==> src/rtl/pwm_bytewise_pkg.sv <==
package pwm_bytewise_pkg;

  // Slot indices of the byte-pair programmed words.
  localparam int SLOT_PERIOD = 0;
  localparam int SLOT_DUTY   = 1;
  localparam int SLOT_AOFF   = 2;
  localparam int NUM_SLOTS   = 3;

  // Default register addresses, kept because host firmware decodes them.
  localparam logic [7:0] DEF_AOFF_HI = 8'hA1;
  localparam logic [7:0] DEF_AOFF_LO = 8'hA2;
  localparam logic [7:0] DEF_ENABLE  = 8'hA3;
  localparam logic [7:0] DEF_PER_LO  = 8'hA4;
  localparam logic [7:0] DEF_PER_HI  = 8'hA5;
  localparam logic [7:0] DEF_DUTY_LO = 8'hA6;
  localparam logic [7:0] DEF_DUTY_HI = 8'hA7;

endpackage

==> src/rtl/pwm_regfile.sv <==
module pwm_regfile
  import pwm_bytewise_pkg::*;
#(
  parameter int ADDR_W = 8,
  parameter int DATA_W = 8,
  parameter logic [NUM_SLOTS-1:0][ADDR_W-1:0] ADR_HI = {DEF_AOFF_HI, DEF_DUTY_HI, DEF_PER_HI},
  parameter logic [NUM_SLOTS-1:0][ADDR_W-1:0] ADR_LO = {DEF_AOFF_LO, DEF_DUTY_LO, DEF_PER_LO},
  parameter logic [ADDR_W-1:0] ADR_EN = DEF_ENABLE,
  localparam int WORD_W = 2 * DATA_W
) (
  input  logic                               clk,
  input  logic                               rst,
  input  logic                               wr_fire,
  input  logic [ADDR_W-1:0]                  wr_addr,
  input  logic [DATA_W-1:0]                  wr_data,
  input  logic                               expire,
  output logic                               en_q,
  output logic [NUM_SLOTS-1:0][WORD_W-1:0]   word_q,
  output logic [NUM_SLOTS-1:0][WORD_W-1:0]   word_next,
  output logic [NUM_SLOTS-1:0]               commit
);

  logic en_hit;
  assign en_hit = wr_fire && (wr_addr == ADR_EN);

  // Enable: a host write wins over a same-cycle timer expiry.
  always_ff @(posedge clk) begin
    if (rst) begin
      en_q <= 1'b0;
    end else if (en_hit) begin
      en_q <= wr_data[0];
    end else if (expire) begin
      en_q <= 1'b0;
    end
  end

  for (genvar s = 0; s < NUM_SLOTS; s++) begin : g_slot
    localparam logic [WORD_W-1:0] RST_VAL =
      (s == SLOT_AOFF) ? {WORD_W{1'b1}} : {WORD_W{1'b0}};

    logic              hi_hit;
    logic              lo_hit;
    logic [DATA_W-1:0] stage_q;
    logic [WORD_W-1:0] val_q;

    assign hi_hit = wr_fire && (wr_addr == ADR_HI[s]);
    assign lo_hit = wr_fire && (wr_addr == ADR_LO[s]);

    always_ff @(posedge clk) begin
      if (rst) begin
        stage_q <= '0;
        val_q   <= RST_VAL;
      end else begin
        if (hi_hit) stage_q <= wr_data;
        if (lo_hit) val_q   <= {stage_q, wr_data};
      end
    end

    assign word_q[s]    = val_q;
    assign word_next[s] = {stage_q, wr_data};
    assign commit[s]    = lo_hit;
  end

endmodule

==> src/rtl/pwm_counter.sv <==
module pwm_counter #(
  parameter int CNT_W = 16
) (
  input  logic             clk,
  input  logic             rst,
  input  logic             tick,
  input  logic             en,
  input  logic             restart,
  input  logic [CNT_W-1:0] period,
  input  logic [CNT_W-1:0] duty,
  output logic [CNT_W-1:0] cnt_q,
  output logic             wrap,
  output logic             pwm_out
);

  logic             run;
  logic             at_end;
  logic [CNT_W-1:0] last_tick;

  assign run       = en && (period != '0);
  assign last_tick = period - 1'b1;
  assign at_end    = (cnt_q >= last_tick);
  assign wrap      = run && tick && at_end;

  always_ff @(posedge clk) begin
    if (rst) begin
      cnt_q <= '0;
    end else if (!run || restart) begin
      cnt_q <= '0;
    end else if (tick) begin
      cnt_q <= at_end ? '0 : cnt_q + 1'b1;
    end
  end

  // High for the first `duty` ticks; duty >= period gives a steady high.
  assign pwm_out = run && (cnt_q < duty);

endmodule

==> src/rtl/pwm_autooff.sv <==
module pwm_autooff #(
  parameter int CNT_W = 16
) (
  input  logic             clk,
  input  logic             rst,
  input  logic             load,
  input  logic [CNT_W-1:0] load_val,
  input  logic [CNT_W-1:0] limit,
  input  logic             wrap,
  output logic             expire
);

  logic             active;
  logic [CNT_W-1:0] remain_q;

  assign active = (limit != {CNT_W{1'b1}});
  assign expire = wrap && active && !load && (remain_q <= 1);

  always_ff @(posedge clk) begin
    if (rst) begin
      remain_q <= {CNT_W{1'b1}};
    end else if (load) begin
      remain_q <= load_val;
    end else if (wrap && active) begin
      remain_q <= (remain_q > 1) ? remain_q - 1'b1 : '0;
    end
  end

endmodule

==> src/rtl/pwm_bytewise.sv <==
module pwm_bytewise
  import pwm_bytewise_pkg::*;
#(
  parameter int ADDR_W = 8,
  parameter int DATA_W = 8,
  parameter logic [ADDR_W-1:0] ADR_AOFF_HI = DEF_AOFF_HI,
  parameter logic [ADDR_W-1:0] ADR_AOFF_LO = DEF_AOFF_LO,
  parameter logic [ADDR_W-1:0] ADR_EN      = DEF_ENABLE,
  parameter logic [ADDR_W-1:0] ADR_PER_LO  = DEF_PER_LO,
  parameter logic [ADDR_W-1:0] ADR_PER_HI  = DEF_PER_HI,
  parameter logic [ADDR_W-1:0] ADR_DUTY_LO = DEF_DUTY_LO,
  parameter logic [ADDR_W-1:0] ADR_DUTY_HI = DEF_DUTY_HI,
  localparam int CNT_W = 2 * DATA_W
) (
  input  logic              clk,
  input  logic              rst,
  input  logic              tick,
  input  logic              wr_valid,
  output logic              wr_ready,
  input  logic [ADDR_W-1:0] wr_addr,
  input  logic [DATA_W-1:0] wr_data,
  output logic              pwm_out
);

  logic                              wr_fire;
  logic                              en_q;
  logic                              expire;
  logic                              wrap;
  logic [NUM_SLOTS-1:0][CNT_W-1:0]   word_q;
  logic [NUM_SLOTS-1:0][CNT_W-1:0]   word_next;
  logic [NUM_SLOTS-1:0]              commit;
  logic [CNT_W-1:0]                  period_q;
  logic [CNT_W-1:0]                  duty_q;
  logic [CNT_W-1:0]                  aoff_q;
  logic [CNT_W-1:0]                  cnt_q;
  logic                              period_commit;

  assign wr_ready = 1'b1;
  assign wr_fire  = wr_valid && wr_ready;

  pwm_regfile #(
    .ADDR_W (ADDR_W),
    .DATA_W (DATA_W),
    .ADR_HI ({ADR_AOFF_HI, ADR_DUTY_HI, ADR_PER_HI}),
    .ADR_LO ({ADR_AOFF_LO, ADR_DUTY_LO, ADR_PER_LO}),
    .ADR_EN (ADR_EN)
  ) i_regs (
    .clk       (clk),
    .rst       (rst),
    .wr_fire   (wr_fire),
    .wr_addr   (wr_addr),
    .wr_data   (wr_data),
    .expire    (expire),
    .en_q      (en_q),
    .word_q    (word_q),
    .word_next (word_next),
    .commit    (commit)
  );

  assign period_q      = word_q[SLOT_PERIOD];
  assign duty_q        = word_q[SLOT_DUTY];
  assign aoff_q        = word_q[SLOT_AOFF];
  assign period_commit = commit[SLOT_PERIOD];

  pwm_counter #(
    .CNT_W (CNT_W)
  ) i_cnt (
    .clk     (clk),
    .rst     (rst),
    .tick    (tick),
    .en      (en_q),
    .restart (period_commit),
    .period  (period_q),
    .duty    (duty_q),
    .cnt_q   (cnt_q),
    .wrap    (wrap),
    .pwm_out (pwm_out)
  );

  pwm_autooff #(
    .CNT_W (CNT_W)
  ) i_aoff (
    .clk      (clk),
    .rst      (rst),
    .load     (commit[SLOT_AOFF]),
    .load_val (word_next[SLOT_AOFF]),
    .limit    (aoff_q),
    .wrap     (wrap),
    .expire   (expire)
  );

endmodule

==> config.mk <==
export PLATFORM = sky130hd
export DESIGN_NAME = pwm_bytewise
export DESIGN_NICKNAME = d
export VERILOG_FILES = /design/src/rtl/pwm_bytewise_pkg.sv /design/src/rtl/pwm_regfile.sv /design/src/rtl/pwm_counter.sv /design/src/rtl/pwm_autooff.sv /design/src/rtl/pwm_bytewise.sv
export SDC_FILE = /design/constraint.sdc
export NUM_CORES = 1
export LEC_CHECK = 0
export BUFFER_PORTS_ARGS = -buffer_cell sky130_fd_sc_hd__buf_2
export CORE_UTILIZATION = 62
export CTS_CLUSTER_DIAMETER = 200
export DETAILED_ROUTE_END_ITERATION = 8
export PLACE_DENSITY = 0.78
export SLEW_MARGIN = 0
export SYNTH_ARGS = -nofsm -noshare
export SYNTH_HDL_FRONTEND = slang
export SYNTH_HIERARCHICAL = 1
export SYNTH_SLANG_ARGS = --single-unit
==> constraint.sdc <==
create_clock -name clk -period 4.6 [get_ports clk]
set_clock_uncertainty 0.15 [all_clocks]
set_input_delay 0.23 -clock clk [delete_from_list [all_inputs] [get_ports clk]]
set_output_delay 0.23 -clock clk [all_outputs]
set_load 0.05 [all_outputs]
# After elaboration in Yosys (flattened, before gate mapping)

Index checks and enable logic that the tools add are counted.

Add/sub/neg operators: 3
Order comparisons: 4
Equal/unequal tests: 8
Muxes and demuxes: 6
Reductions and logical operators: 21

Operators with widths:

| operator                                                               | number |
|---|---|
| 16-bit two-way mux                                                     | 4 |
| 8-bit equality test, second input constant                             | 7 |
| 16-bit by 1-bit subtractor with 16-bit output, second input constant   | 2 |
| 16-bit by 1-bit adder with 16-bit output, second input constant        | 1 |
| 16-bit >= comparator                                                   | 1 |
| 16-bit by 1-bit > comparator with 1-bit output, second input constant  | 1 |
| 16-bit by 1-bit <= comparator with 1-bit output, second input constant | 1 |
| 16-bit less-than comparator                                            | 1 |
| 16-bit inequality test, second input constant                          | 1 |
| 16-bit nonzero test                                                    | 1 |
| 1-bit logical AND                                                      | 14 |
| 2-bit nonzero test                                                     | 2 |
| 1-bit logical NOT                                                      | 2 |
| 1-bit two-way mux                                                      | 2 |
| 2-bit OR reduction                                                     | 1 |
| 1-bit logical OR                                                       | 1 |

Register bits after elaboration: 105
Bits of input ports: 20
Output and inout bits: 2

# Longest topological paths before layout

Gate-level depths: netlist (run 1).

Depth in word-level cells: 9
Gate-level depth with buffers: 19

# Modules after synthesis

Netlist (run 1), hierarchy kept.

By module, submodules not included:

| module       | times used | cells an instance | area each (sq um) | sequential area each (sq um) |
|---|---|---|---|---|
| pwm_regfile  | 1          | 302               | 3,184.3           | 1,461.4 |
| pwm_counter  | 1          | 216               | 1,780.5           | 320.3 |
| pwm_autooff  | 1          | 141               | 1,093.5           | 320.3 |
| pwm_bytewise | 1          | 2                 | 11.3              | 0.0 |

# Worst setup path after synthesis (run 1)

OpenSTA, ideal clock, no wires.

Kind: flip-flop to flip-flop
From: reg i_regs.g_slot[0].val_q[4]
To: reg i_aoff.remain_q[13]
Setup time: 0.079 ns
Data arrival time: 3.594 ns
Required time: 4.371 ns
Setup slack: 0.777 ns
Stages on the path, launching flop included: 18
Path buffers: 2
Clock period less this slack: 3.823 ns
Cells stage by stage: dfxtp_1 > or3_4 > or4_4 > nor4_4 > nand2_1 > xor2_1 > ha_1 > a211oi_1 > o22ai_1 > a31oi_1 > nand3_1 > and3_2 > o41ai_2 > buf_2 > and2_1 > buf_2 > a21oi_1 > o211ai_1

Cells in the longest elaborated chain, start to end: 6
Elaborated cells on any way between the ends: 8
Those cells by class: 1 x add/sub; 1 x order compare; 6 x reduce/logical

RTL lines:

| what                                                                                  | line               | text |
|---|---|---|
| start, declared                                                                       | pwm_regfile.sv:44  | `logic [WORD_W-1:0] val_q;` |
| start signal, assigned                                                                | pwm_regfile.sv:55  | `if (lo_hit) val_q <= {stage_q, wr_data};` |
| branches (longest 3 deep; another with 16-bit by 1-bit subtractor with 16-bit output) | --                 |  |
| 1-bit logical AND *                                                                   | pwm_counter.sv:23  | `assign wrap = run && tick && at_end;` |
| named net wrap                                                                        | pwm_bytewise.sv:28 | `logic wrap;` |
| 1-bit logical AND *                                                                   | pwm_autooff.sv:24  | `end else if (wrap && active) begin` |
| 2-bit nonzero test (no line) *                                                        | --                 |  |
| end signal, assigned                                                                  | pwm_autooff.sv:21  | `remain_q <= {CNT_W{1'b1}};` |
| end signal, assigned                                                                  | pwm_autooff.sv:23  | `remain_q <= load_val;` |
| end signal, assigned                                                                  | pwm_autooff.sv:25  | `remain_q <= (remain_q > 1) ? remain_q - 1'b1 : '0;` |
| end, declared                                                                         | pwm_autooff.sv:14  | `logic [CNT_W-1:0] remain_q;` |

Mark *: on every way through the listed nets, which the timed path passes.
A chain may end at the register's enable or synchronous reset.

# Final worst setup path (run 1)

From: reg i_regs.g_slot[0].val_q[3]
To: reg i_aoff.remain_q[10]

The elaborated chain is that of the path after synthesis.

==> reports/metrics.csv, run 1 <==
stage,metric,value,unit
global_routing,grt_pass1_wl,21700,µm
timing,setup_viol,0,
yosys,yosys_warnings,6,
drt,post_drt_wl_per_cell,16.9,µm
worst_setup_path,r2r_slack,0.26,ns
worst_setup_path,cpLargestDelayFamily,simple AND/OR/NAND/NOR gates,
worst_setup_path,startpoint,i_regs/g_slot[0].val_q[3],
yosys,synthCells,644,
floorplan,rows,35,
clock_network,cts_sinks,105,
clock_network,cts_tree,built,
worst_setup_path,path_max_fanout,13,
floorplan,dieArea,9980,µm²
timing,rsz0062_at_grt,no,
worst_setup_path,crit_cells,15,
global_routing,grt_pass1_vias,4524,
yosys,syn_nets,699,
floorplan,io_pins,22,
floorplan,dieWidth,99.9,µm
global_routing,antenna_found_initial,0,
power,pwr-share-clk,38.1,%
power,p_per_area,256,nW/µm²
place,hpwlAfterDp,9540,µm
worst_setup_path,path_cells,"or3_4, or4_4, nor4_4, nand2_1, xor2_1, ha_1, nand4_1, nor2_1, o2111ai_1, nand3_1, and3_2, o41ai_2, a211o_2, or3_1, o211ai_1",
layout,layout.cells.non_filler,778,
drt,drtIter0Drc,261,
worst_setup_path,cp.arrival,4.48,ns
timing,report.final.slew_viol_count,0,
clock_network,cts_max_path_buffers,2,
timing,period_share,94.3,%
worst_setup_path,cpMaxStageDelayCell,or4_4,
timing,hold_viol_final,0,
drt,avgViaCountPerCell,5.92,
yosys,synth_area_per_cell,9.23,µm²
worst_setup_path,r2r_end,i_aoff/remain_q[10],
clock_network,h-tree-depth,3,
run,maxCapViolCount,0,
global_routing,grt_overflow,0,
timing,setup-tns-final,0,ns
place,io_buffers,20,
power,net-switching-power,382,µW
worst_setup_path,end_kind,register,
layout,fin_nets,699,
power,finalPower,1.59,mW
floorplan,initial_core_util,64.3,%
drt,num_vias,4606,
hold_path,hold_class,in2reg,
power,seqPwrFrac,57.4,%
worst_setup_path,timing.rr.start,i_regs/g_slot[0].val_q[3],
timing,worst_slew_pin_slew,1.31,ns
power,p_comb_share,4.4,%
status,outcome,finished clean,
worst_setup_path,critPathBufInv,0,
worst_setup_path,max_stage_delay,0.46,ns
clock_network,postCtsSetupBuffers,0,
worst_setup_path,critPathRequiredTime,4.74,ns
layout,fin_util,67.1,%
place,place.gp.congestion,0.901,
floorplan,die_h,99.9,µm
yosys,syn_area,5940,µm²
layout,drive_gt1_share,9.55,%
place,dp_cells,756,
power,p_sw_share,24.1,%
global_routing,grt_max_degree,65,
drt,routed_wl,13200,µm
layout,n_antenna_cell,0,
power,peakVddDrop,160,µV
clock_network,cts_buffers,9,
clock_network,clk_latency,0.36,ns
floorplan,coreArea,9240,µm²
worst_setup_path,rr_worst_depth,15,
global_routing,track_usage,27.8,%
layout,syn_to_final_growth,4.40,%
worst_setup_path,start_kind,register,
worst_setup_path,crit_type,reg2reg,
worst_setup_path,crit_path_end,i_aoff/remain_q[10],
timing,layout_min_cycle_time,4.34,ns
power,intPower,1.20,mW
power,power_leakage,2.70,nW
drt,drt_first_pass_iters,4,
drt,drc,0,
clock_network,clk_pin_slew,0.11,ns
drt,ant_nets,0,
clock_network,cts_root_buf,clkbuf_8,
timing,relSlewSlack,11.9,%
timing,fmax,0.230,GHz
-- placed cells by master, fill, tap and decap left out, drive strengths merged, types with 6 or more instances in the layout --
master and n:
dfxtp 105, mux2i 74, nand2b 68, nor2 59, ha 35, inv 33, nor3 26, a21oi 22
nand2 22, buf 22, nand3 19, nand4 18, xnor2 16, o21ai 16, xor2 13, clkbuf 10
or3 9, nor4 9, a221oi 7, or4 7, dlygate4sd3 6
-- sequential cells by signal, summed over array words and instances, names as in the netlist --
register	flops
i_regs/en_q	1
i_regs/g_slot.val_q	48
i_aoff/remain_q	16
i_regs/g_slot.stage_q	24
i_cnt/cnt_q	16
-- power by group through the flow --
stage | logic (mW) | clock network (mW) | registers, mW
2_1_floorplan | 0.0480 | 0 | 0.931
3_3_place_gp | 0.0641 | 0 | 0.931
3_5_place_dp | 0.0657 | 0 | 0.931
4_1_cts | 0.0695 | 0.625 | 0.910
5_1_grt | 0.0756 | 0.658 | 0.911
6_report | 0.0705 | 0.605 | 0.910
-- layout make-up --
| class | instances | area, µm² |
|---|---|---|
| timing repair buffer | 28 | 175 |
| tap | 129 | 161 |
| clock inverter | 6 | 85.1 |
| multi-input combinational | 470 | 3440 |
| clock buffer | 10 | 128 |
| inverter | 30 | 113 |
| fill | 769 | 3040 |
| sequential | 105 | 2100 |
-- routing by layer --
metal / routed length, µm / track usage, %
met1: 5550 / 32.8
met2: 6540 / 48.5
met3: 576 / 5.08
met4: 484 / 14.0
met5: 0 / 0
-- through the flow --
stage	setup WS (ns)	hold slack, ns	instance area, µm²
3_5_place_dp	0.328	0.318	5930
4_1_cts	0.307	0.0120	6200
5_1_grt	0.0272	0.0487	6200
6_report	0.260	0.0376	6200
3_3_place_gp	0.557	0.307	5930
2_1_floorplan	0.777	0.244	5940
-- worst min path at each step --
stage / cells after the start / to / from / slack, ns
2_1_floorplan: 2 / i_cnt/cnt_q[0] / tick / 0.24
3_3_place_gp: 2 / i_aoff/remain_q[7] / i_aoff/remain_q[7] / 0.31
3_5_place_dp: 2 / i_aoff/remain_q[7] / i_aoff/remain_q[7] / 0.32
4_1_cts: 3 / i_aoff/remain_q[0] / wr_data[0] / 0.01
5_1_grt: 3 / i_aoff/remain_q[0] / wr_data[0] / 0.05
6_report: 3 / i_aoff/remain_q[0] / wr_data[0] / 0.04
-- what timing repair did --
item	CTS	global route
hold endpoints to repair	8	0
gates resized for setup	0	0
endpoints found under the setup margin	0	0
hold buffers	6	0
-- tightest hold or removal path, delay by kind of cell --
| family | cells | cell delay [ns] |
|---|---|---|
| AOI/OAI and AO/OA | 1 | 0.12 |
| buffers and inverters | 1 | 0.11 |
| and+or+nand+nor | 1 | 0.05 |
No activity file was read; power rests on OpenSTA's default activity.
==> run 2, diff against run 1 <==
--- a/config.mk
+++ b/config.mk
@@ -9,7 +9,8 @@
 export CORE_UTILIZATION = 62
 export CTS_CLUSTER_DIAMETER = 200
 export DETAILED_ROUTE_END_ITERATION = 8
-export PLACE_DENSITY = 0.78
+export GPL_TIMING_DRIVEN = 0
+export PLACE_DENSITY = 0.92
 export SLEW_MARGIN = 0
 export SYNTH_ARGS = -nofsm -noshare
 export SYNTH_HDL_FRONTEND = slang
==> reports/metrics.csv, run 2 (synthesized netlist as in run 1, its figures left out) <==
stage,metric,value,unit,change
status,outcome,finished clean,,unchanged
layout,syn_to_final_growth,8.68,%,was 4.40%
layout,regMostFlops,i_regs/g_slot.val_q,,unchanged
layout,n_antenna_cell,0,,unchanged
layout,final_area,6460,µm²,was 6200 µm²
clock_network,postCtsSetupBuffers,0,,unchanged
clock_network,cts_root_buf,clkbuf_8,,unchanged
timing,setup_ws,0.252,ns,was 0.260 ns
floorplan,dieWidth,99.9,µm,unchanged
drt,routed_wl,14000,µm,was 13200 µm
worst_setup_path,start_kind,register,,unchanged
place,hpwlAfterDp,10300,µm,was 9540 µm
global_routing,track_usage,30.0,%,was 27.8%
clock_network,h-tree-depth,3,,unchanged
worst_setup_path,cp.arrival,4.46,ns,was 4.48 ns
timing,hold_ws,0.0337,ns,was 0.0376 ns
clock_network,cts_tree,built,,unchanged
timing,rsz0062_at_grt,no,,unchanged
worst_setup_path,critPathRequiredTime,4.71,ns,was 4.74 ns
worst_setup_path,rr_worst_depth,17,,was 15
floorplan,dieArea,9980,µm²,unchanged
worst_setup_path,r2r_end,i_aoff/remain_q[12],,was i_aoff/remain_q[10]
worst_setup_path,path_max_fanout,10,,was 13
global_routing,grt_max_degree,20,,was 65
run,maxCapViolCount,0,,unchanged
hold_path,hold_class,in2reg,,unchanged
timing,setup_viol,0,,unchanged
layout,fin_util,69.9,%,was 67.1%
place,dp_slack,0.227,ns,was 0.328 ns
timing,setup-tns-final,0,ns,unchanged
clock_network,clk_latency,0.37,ns,was 0.36 ns
worst_setup_path,r2r_slack,0.25,ns,was 0.26 ns
floorplan,rows,35,,unchanged
power,peakVddDrop,258,µV,was 160 µV
timing,hold_viol_final,0,,unchanged
layout,drive_gt1_share,12.5,%,was 9.55%
clock_network,clk_pin_slew,0.11,ns,about the same
global_routing,grt_overflow,0,,unchanged
worst_setup_path,end_kind,register,,unchanged
drt,ant_nets,0,,unchanged
layout,layout.cells.non_filler,811,,was 778
layout,final_cell_mix,"dfxtp_1, mux2i_1, nand2b_1",,unchanged
hold_path,holdPathEnd,i_regs/g_slot[2].val_q[7],,was i_aoff/remain_q[0]
timing,worst_slew_pin_slew,0.582,ns,was 1.31 ns
power,power_leakage,2.85,nW,was 2.70 nW
worst_setup_path,crit_type,reg2reg,,unchanged
layout,final_common_cell,dfxtp_1,,unchanged
floorplan,die_h,99.9,µm,unchanged
global_routing,grt_pass1_vias,4988,,was 4524
drt,avgViaCountPerCell,6.05,,was 5.92
timing,layout_min_cycle_time,4.35,ns,was 4.34 ns
floorplan,coreArea,9240,µm²,unchanged
timing,fmax,0.230,GHz,about the same
drt,drtIter0Drc,263,,was 261
place,place_area,6200,µm²,was 5930 µm²
worst_setup_path,startpoint,i_regs/g_slot[0].val_q[4],,was i_regs/g_slot[0].val_q[3]
place,io_buffers,20,,unchanged
place,place.gp.congestion,0.920,,was 0.901
clock_network,cts_sinks,105,,unchanged
timing,report.final.slew_viol_count,0,,unchanged
timing,period_share,94.5,%,was 94.3%
drt,num_vias,4908,,was 4606
drt,drc,0,,unchanged
layout,fin_nets,732,,was 699
floorplan,io_pins,22,,unchanged
hold_path,hold_start,wr_data[7],,was wr_data[0]
global_routing,antenna_found_initial,0,,unchanged
worst_setup_path,timing.rr.start,i_regs/g_slot[0].val_q[4],,was i_regs/g_slot[0].val_q[3]
floorplan,initial_core_util,64.3,%,unchanged
drt,post_drt_wl_per_cell,17.3,µm,was 16.9 µm
clock_network,cts_max_path_buffers,2,,unchanged
place,dp_cells,793,,was 756
power,p_per_area,248,nW/µm²,was 256 nW/µm²
layout,largest_register_ffs,48,,unchanged
power,finalPower,1.60,mW,was 1.59 mW
global_routing,grt_pass1_wl,23500,µm,was 21700 µm
drt,drt_first_pass_iters,5,,was 4
layout,top_regs,"i_regs/g_slot.val_q (48), i_regs/g_slot.stage_q (24)",,unchanged
clock_network,cts_buffers,9,,unchanged
hold_path,whs_path_depth,3,,unchanged
timing,relSlewSlack,60.8,%,was 11.9%
-- run 2: cell count changes in the layout (fill, tap and decap cells not counted), sizes merged --
cell          change
clkbuf           +13
clkinv            +1
buf              +21
dlymetal6s2s      +3
inv               -1
dlygate4sd3       -4
-- run 2: cell type report --
class | count | area (µm²)
Sequential cell | 105 | 2100
Inverter | 30 | 113
Clock inverter | 6 | 85.1
Timing Repair Buffer | 22 | 120
Buffer | 39 | 292
Fill cell | 648 | 2780
Clock buffer | 10 | 138
Multi-Input combinational cell | 470 | 3450
Tap cell | 129 | 161
-- run 2: power by group --
group	internal (mW)	switching, mW
clock	0.280	0.333
sequential	0.909	0.000722
combinational	0.0338	0.0471
-- run 2: worst max-delay path, stage by stage, from the launching register on --
cell,delay [ns]
dfxtp_1,0.36
or3_4,0.42
or4_4,0.46
nor4_4,0.30
nand2_1,0.12
xor2_1,0.16
ha_1,0.30
nand4_1,0.17
nor2_2,0.17
o2111ai_1,0.18
nand3_1,0.14
and3_2,0.23
o41ai_2,0.13
buf_4,0.20
and2_1,0.15
buf_2,0.18
a221oi_1,0.29
nand3_1,0.11
-- run 2: worst max path at each step --
stage | to | slack (ns)
5_1_grt | i_aoff/remain_q[15] | 0.04
4_1_cts | i_aoff/remain_q[14] | 0.19
3_3_place_gp | i_aoff/remain_q[14] | 0.41
6_report | i_aoff/remain_q[12] | 0.25
2_1_floorplan | i_aoff/remain_q[13] | 0.78
3_5_place_dp | i_aoff/remain_q[14] | 0.23
-- run 2: timing repair --
item | 4_1_cts | 5_1_grt
endpoints found under the setup margin | 0 | 3
endpoints found under the hold margin | 2 | 0
resized for setup | 0 | 4
hold buffers | 2 | 0
-- run 2: metal layers --
metal | track usage (%) | share of wire (%) | vias up
met5 | 0 | 0 | -
met3 | 5.22 | 5.9 | 57
met1 | 35.0 | 40 | 2333
li1 | - | - | 2330
met2 | 51.5 | 49 | 188
met4 | 18.4 | 5.3 | 0
==> run 3, diff against run 2 <==
--- a/config.mk
+++ b/config.mk
@@ -6,11 +6,11 @@
 export NUM_CORES = 1
 export LEC_CHECK = 0
 export BUFFER_PORTS_ARGS = -buffer_cell sky130_fd_sc_hd__buf_2
-export CORE_UTILIZATION = 62
+export CORE_UTILIZATION = 56
 export CTS_CLUSTER_DIAMETER = 200
 export DETAILED_ROUTE_END_ITERATION = 8
 export GPL_TIMING_DRIVEN = 0
-export PLACE_DENSITY = 0.92
+export PLACE_DENSITY = 0.88
 export SLEW_MARGIN = 0
 export SYNTH_ARGS = -nofsm -noshare
 export SYNTH_HDL_FRONTEND = slang
==> constraint.sdc (replaced) <==
create_clock -name clk -period 3.6 [get_ports clk]
set_clock_uncertainty 0.15 [all_clocks]
set_input_delay 0.18 -clock clk [delete_from_list [all_inputs] [get_ports clk]]
set_output_delay 0.18 -clock clk [all_outputs]
set_load 0.05 [all_outputs]
==> reports/metrics.csv, run 3 (synthesized netlist as in run 1, its figures left out) <==
stage,metric,value,unit,change
global_routing,antenna_found_initial,0,,unchanged
drt,ant_nets,0,,unchanged
hold_path,whs_path_depth,3,,unchanged
layout,fillCellCount,769,,was 648
power,p_per_area,294,nW/µm²,was 248 nW/µm²
clock_network,cts_max_path_buffers,2,,unchanged
layout,final_area,6840,µm²,was 6460 µm²
drt,post_drt_wl_per_cell,17.8,µm,was 17.3 µm
worst_setup_path,end_kind,register,,unchanged
drt,routed_wl,15000,µm,was 14000 µm
global_routing,grt_max_degree,20,,unchanged
place,dp_cells,800,,was 793
place,dp_slack,-0.632,ns,was 0.227 ns
worst_setup_path,rr_worst_depth,16,,was 17
place,place_area,6250,µm²,was 6200 µm²
power,peakVddDrop,265,µV,was 258 µV
run,maxCapViolCount,0,,unchanged
worst_setup_path,r2r_slack,-0.52,ns,was 0.25 ns
worst_setup_path,cp.arrival,4.31,ns,was 4.46 ns
layout,final_common_cell,dfxtp_1,,unchanged
floorplan,io_pins,22,,unchanged
timing,rsz0062_at_grt,yes,,was no
layout,seqCellArea,2110,µm²,was 2100 µm²
global_routing,track_usage,27.6,%,was 30.0%
worst_setup_path,r2r_end,i_aoff/remain_q[8],,was i_aoff/remain_q[12]
place,place.gp.congestion,0.885,,was 0.920
floorplan,rows,37,,was 35
hold_path,hold_start,wr_addr[1],,was wr_data[7]
floorplan,die_h,105,µm,was 99.9 µm
layout,multiInputGateArea,3610,µm²,was 3450 µm²
layout,largest_register_ffs,48,,unchanged
layout,fin_nets,759,,was 732
global_routing,grt_pass1_wl,23900,µm,was 23500 µm
timing,setup_ws,-0.521,ns,was 0.252 ns
clock_network,h-tree-depth,3,,unchanged
timing,report.final.slew_viol_count,0,,unchanged
status,violations,negative setup slack,,
global_routing,grt_overflow,0,,unchanged
worst_setup_path,critPathRequiredTime,3.78,ns,was 4.71 ns
hold_path,hold_class,in2reg,,unchanged
layout,layout.cells.non_filler,845,,was 811
floorplan,initial_core_util,57.6,%,was 64.3%
timing,worst_slew_pin_slew,0.769,ns,was 0.582 ns
drt,drt_first_pass_iters,4,,was 5
timing,period_share,114,%,was 94.5%
place,io_buffers,20,,unchanged
floorplan,coreArea,10300,µm²,was 9240 µm²
timing,hold_viol_final,0,,unchanged
power,finalPower,2.01,mW,was 1.60 mW
layout,regMostFlops,i_regs/g_slot.val_q,,unchanged
worst_setup_path,start_kind,register,,unchanged
floorplan,dieArea,11000,µm²,was 9980 µm²
drt,num_vias,4954,,was 4908
clock_network,cts_tree,built,,unchanged
clock_network,clk_latency,0.38,ns,was 0.37 ns
timing,setup-tns-final,-9.23,ns,was 0 ns
worst_setup_path,crit_type,reg2reg,,unchanged
drt,drtIter0Drc,340,,was 263
drt,avgViaCountPerCell,5.86,,was 6.05
clock_network,clk_pin_slew,0.11,ns,about the same
timing,fmax,0.243,GHz,was 0.230 GHz
worst_setup_path,path_max_fanout,5,,was 10
clock_network,cts_buffers,9,,unchanged
layout,n_antenna_cell,0,,unchanged
layout,syn_to_final_growth,15.0,%,was 8.68%
hold_path,holdPathEnd,i_regs/en_q,,was i_regs/g_slot[2].val_q[7]
drt,drc,0,,unchanged
status,outcome,"finished, violations left",,was finished clean
layout,drive_gt1_share,17.9,%,was 12.5%
power,power_leakage,3.02,nW,was 2.85 nW
floorplan,dieWidth,105,µm,was 99.9 µm
global_routing,grt_pass1_vias,5001,,was 4988
layout,top_regs,"i_regs/g_slot.val_q (48), i_regs/g_slot.stage_q (24)",,unchanged
timing,relSlewSlack,48.7,%,was 60.8%
worst_setup_path,timing.rr.start,i_regs/g_slot[0].val_q[4],,unchanged
layout,final_cell_mix,"dfxtp_1, mux2i_1, nand2b_1",,unchanged
timing,hold_ws,0.0219,ns,was 0.0337 ns
timing,layout_min_cycle_time,4.12,ns,was 4.35 ns
clock_network,cts_sinks,105,,unchanged
place,hpwlAfterDp,10700,µm,was 10300 µm
layout,fin_util,66.2,%,was 69.9%
clock_network,cts_root_buf,clkbuf_8,,unchanged
timing,setup_viol,31,,was 0
[run 3: power breakdown]
part / internal [mW] / switching (mW) / total (mW)
combinational: 0.0499 / 0.0651 / 0.115
clock: 0.288 / 0.444 / 0.732
sequential: 1.16 / 0.000958 / 1.16
total: 1.50 / 0.510 / 2.01
[run 3: final cells by class]
cell class	instances	share of cell area [%]
Inverter	30	1.65
Clock inverter	6	0.860
Buffer	38	4.27
Tap cell	136	2.49
Multi-Input combinational cell	471	52.8
Sequential cell	105	30.8
Clock buffer	10	2.01
Timing Repair Buffer	49	5.16
[run 3: worst max-delay path by stage]
stage / from / endpoint / slack, ns / cells past startpoint
CTS: i_regs/g_slot[0].val_q[4] / i_aoff/remain_q[8] / -0.40 / 15
global route: i_regs/g_slot[0].val_q[4] / i_aoff/remain_q[8] / -0.65 / 15
detailed placement: i_regs/g_slot[0].val_q[4] / i_aoff/remain_q[1] / -0.63 / 17
global placement: i_regs/g_slot[0].val_q[4] / i_regs/en_q / -0.45 / 17
finish: i_regs/g_slot[0].val_q[4] / i_aoff/remain_q[8] / -0.52 / 16
floorplan: i_regs/g_slot[0].val_q[4] / i_aoff/remain_q[8] / -0.08 / 15
[run 3: metal layers]
metal	GRT usage (%)	up-vias	wire length, µm
met5	0	-	0
met4	17.4	0	827
met3	5.80	57	659
met2	47.9	152	7440
met1	30.7	2367	6100
li1	-	2378	-
[run 3: timing repair]
action                                  4_1_cts  5_1_grt
resized for setup                            16       17
cloned                                        1        1
endpoints found under the setup margin       27       31
buffers inserted                             12        8
endpoints found under the hold margin         9        0
pin swaps                                     5       18
hold buffers                                  9        0
[run 3: worst max-delay path: stages, from the launching register on]
cell       delay [ns]
dfxtp_2          0.33
or3_4            0.39
or4_4            0.45
nor4_4           0.17
buf_4            0.16
nand2_2          0.04
xor2_1           0.15
ha_1             0.29
nand4_1          0.18
nor2_2           0.20
o2111ai_2        0.17
nand3_2          0.12
and3_4           0.23
o41ai_4          0.12
or3_1            0.40
or4_1            0.42
nand3_1          0.10
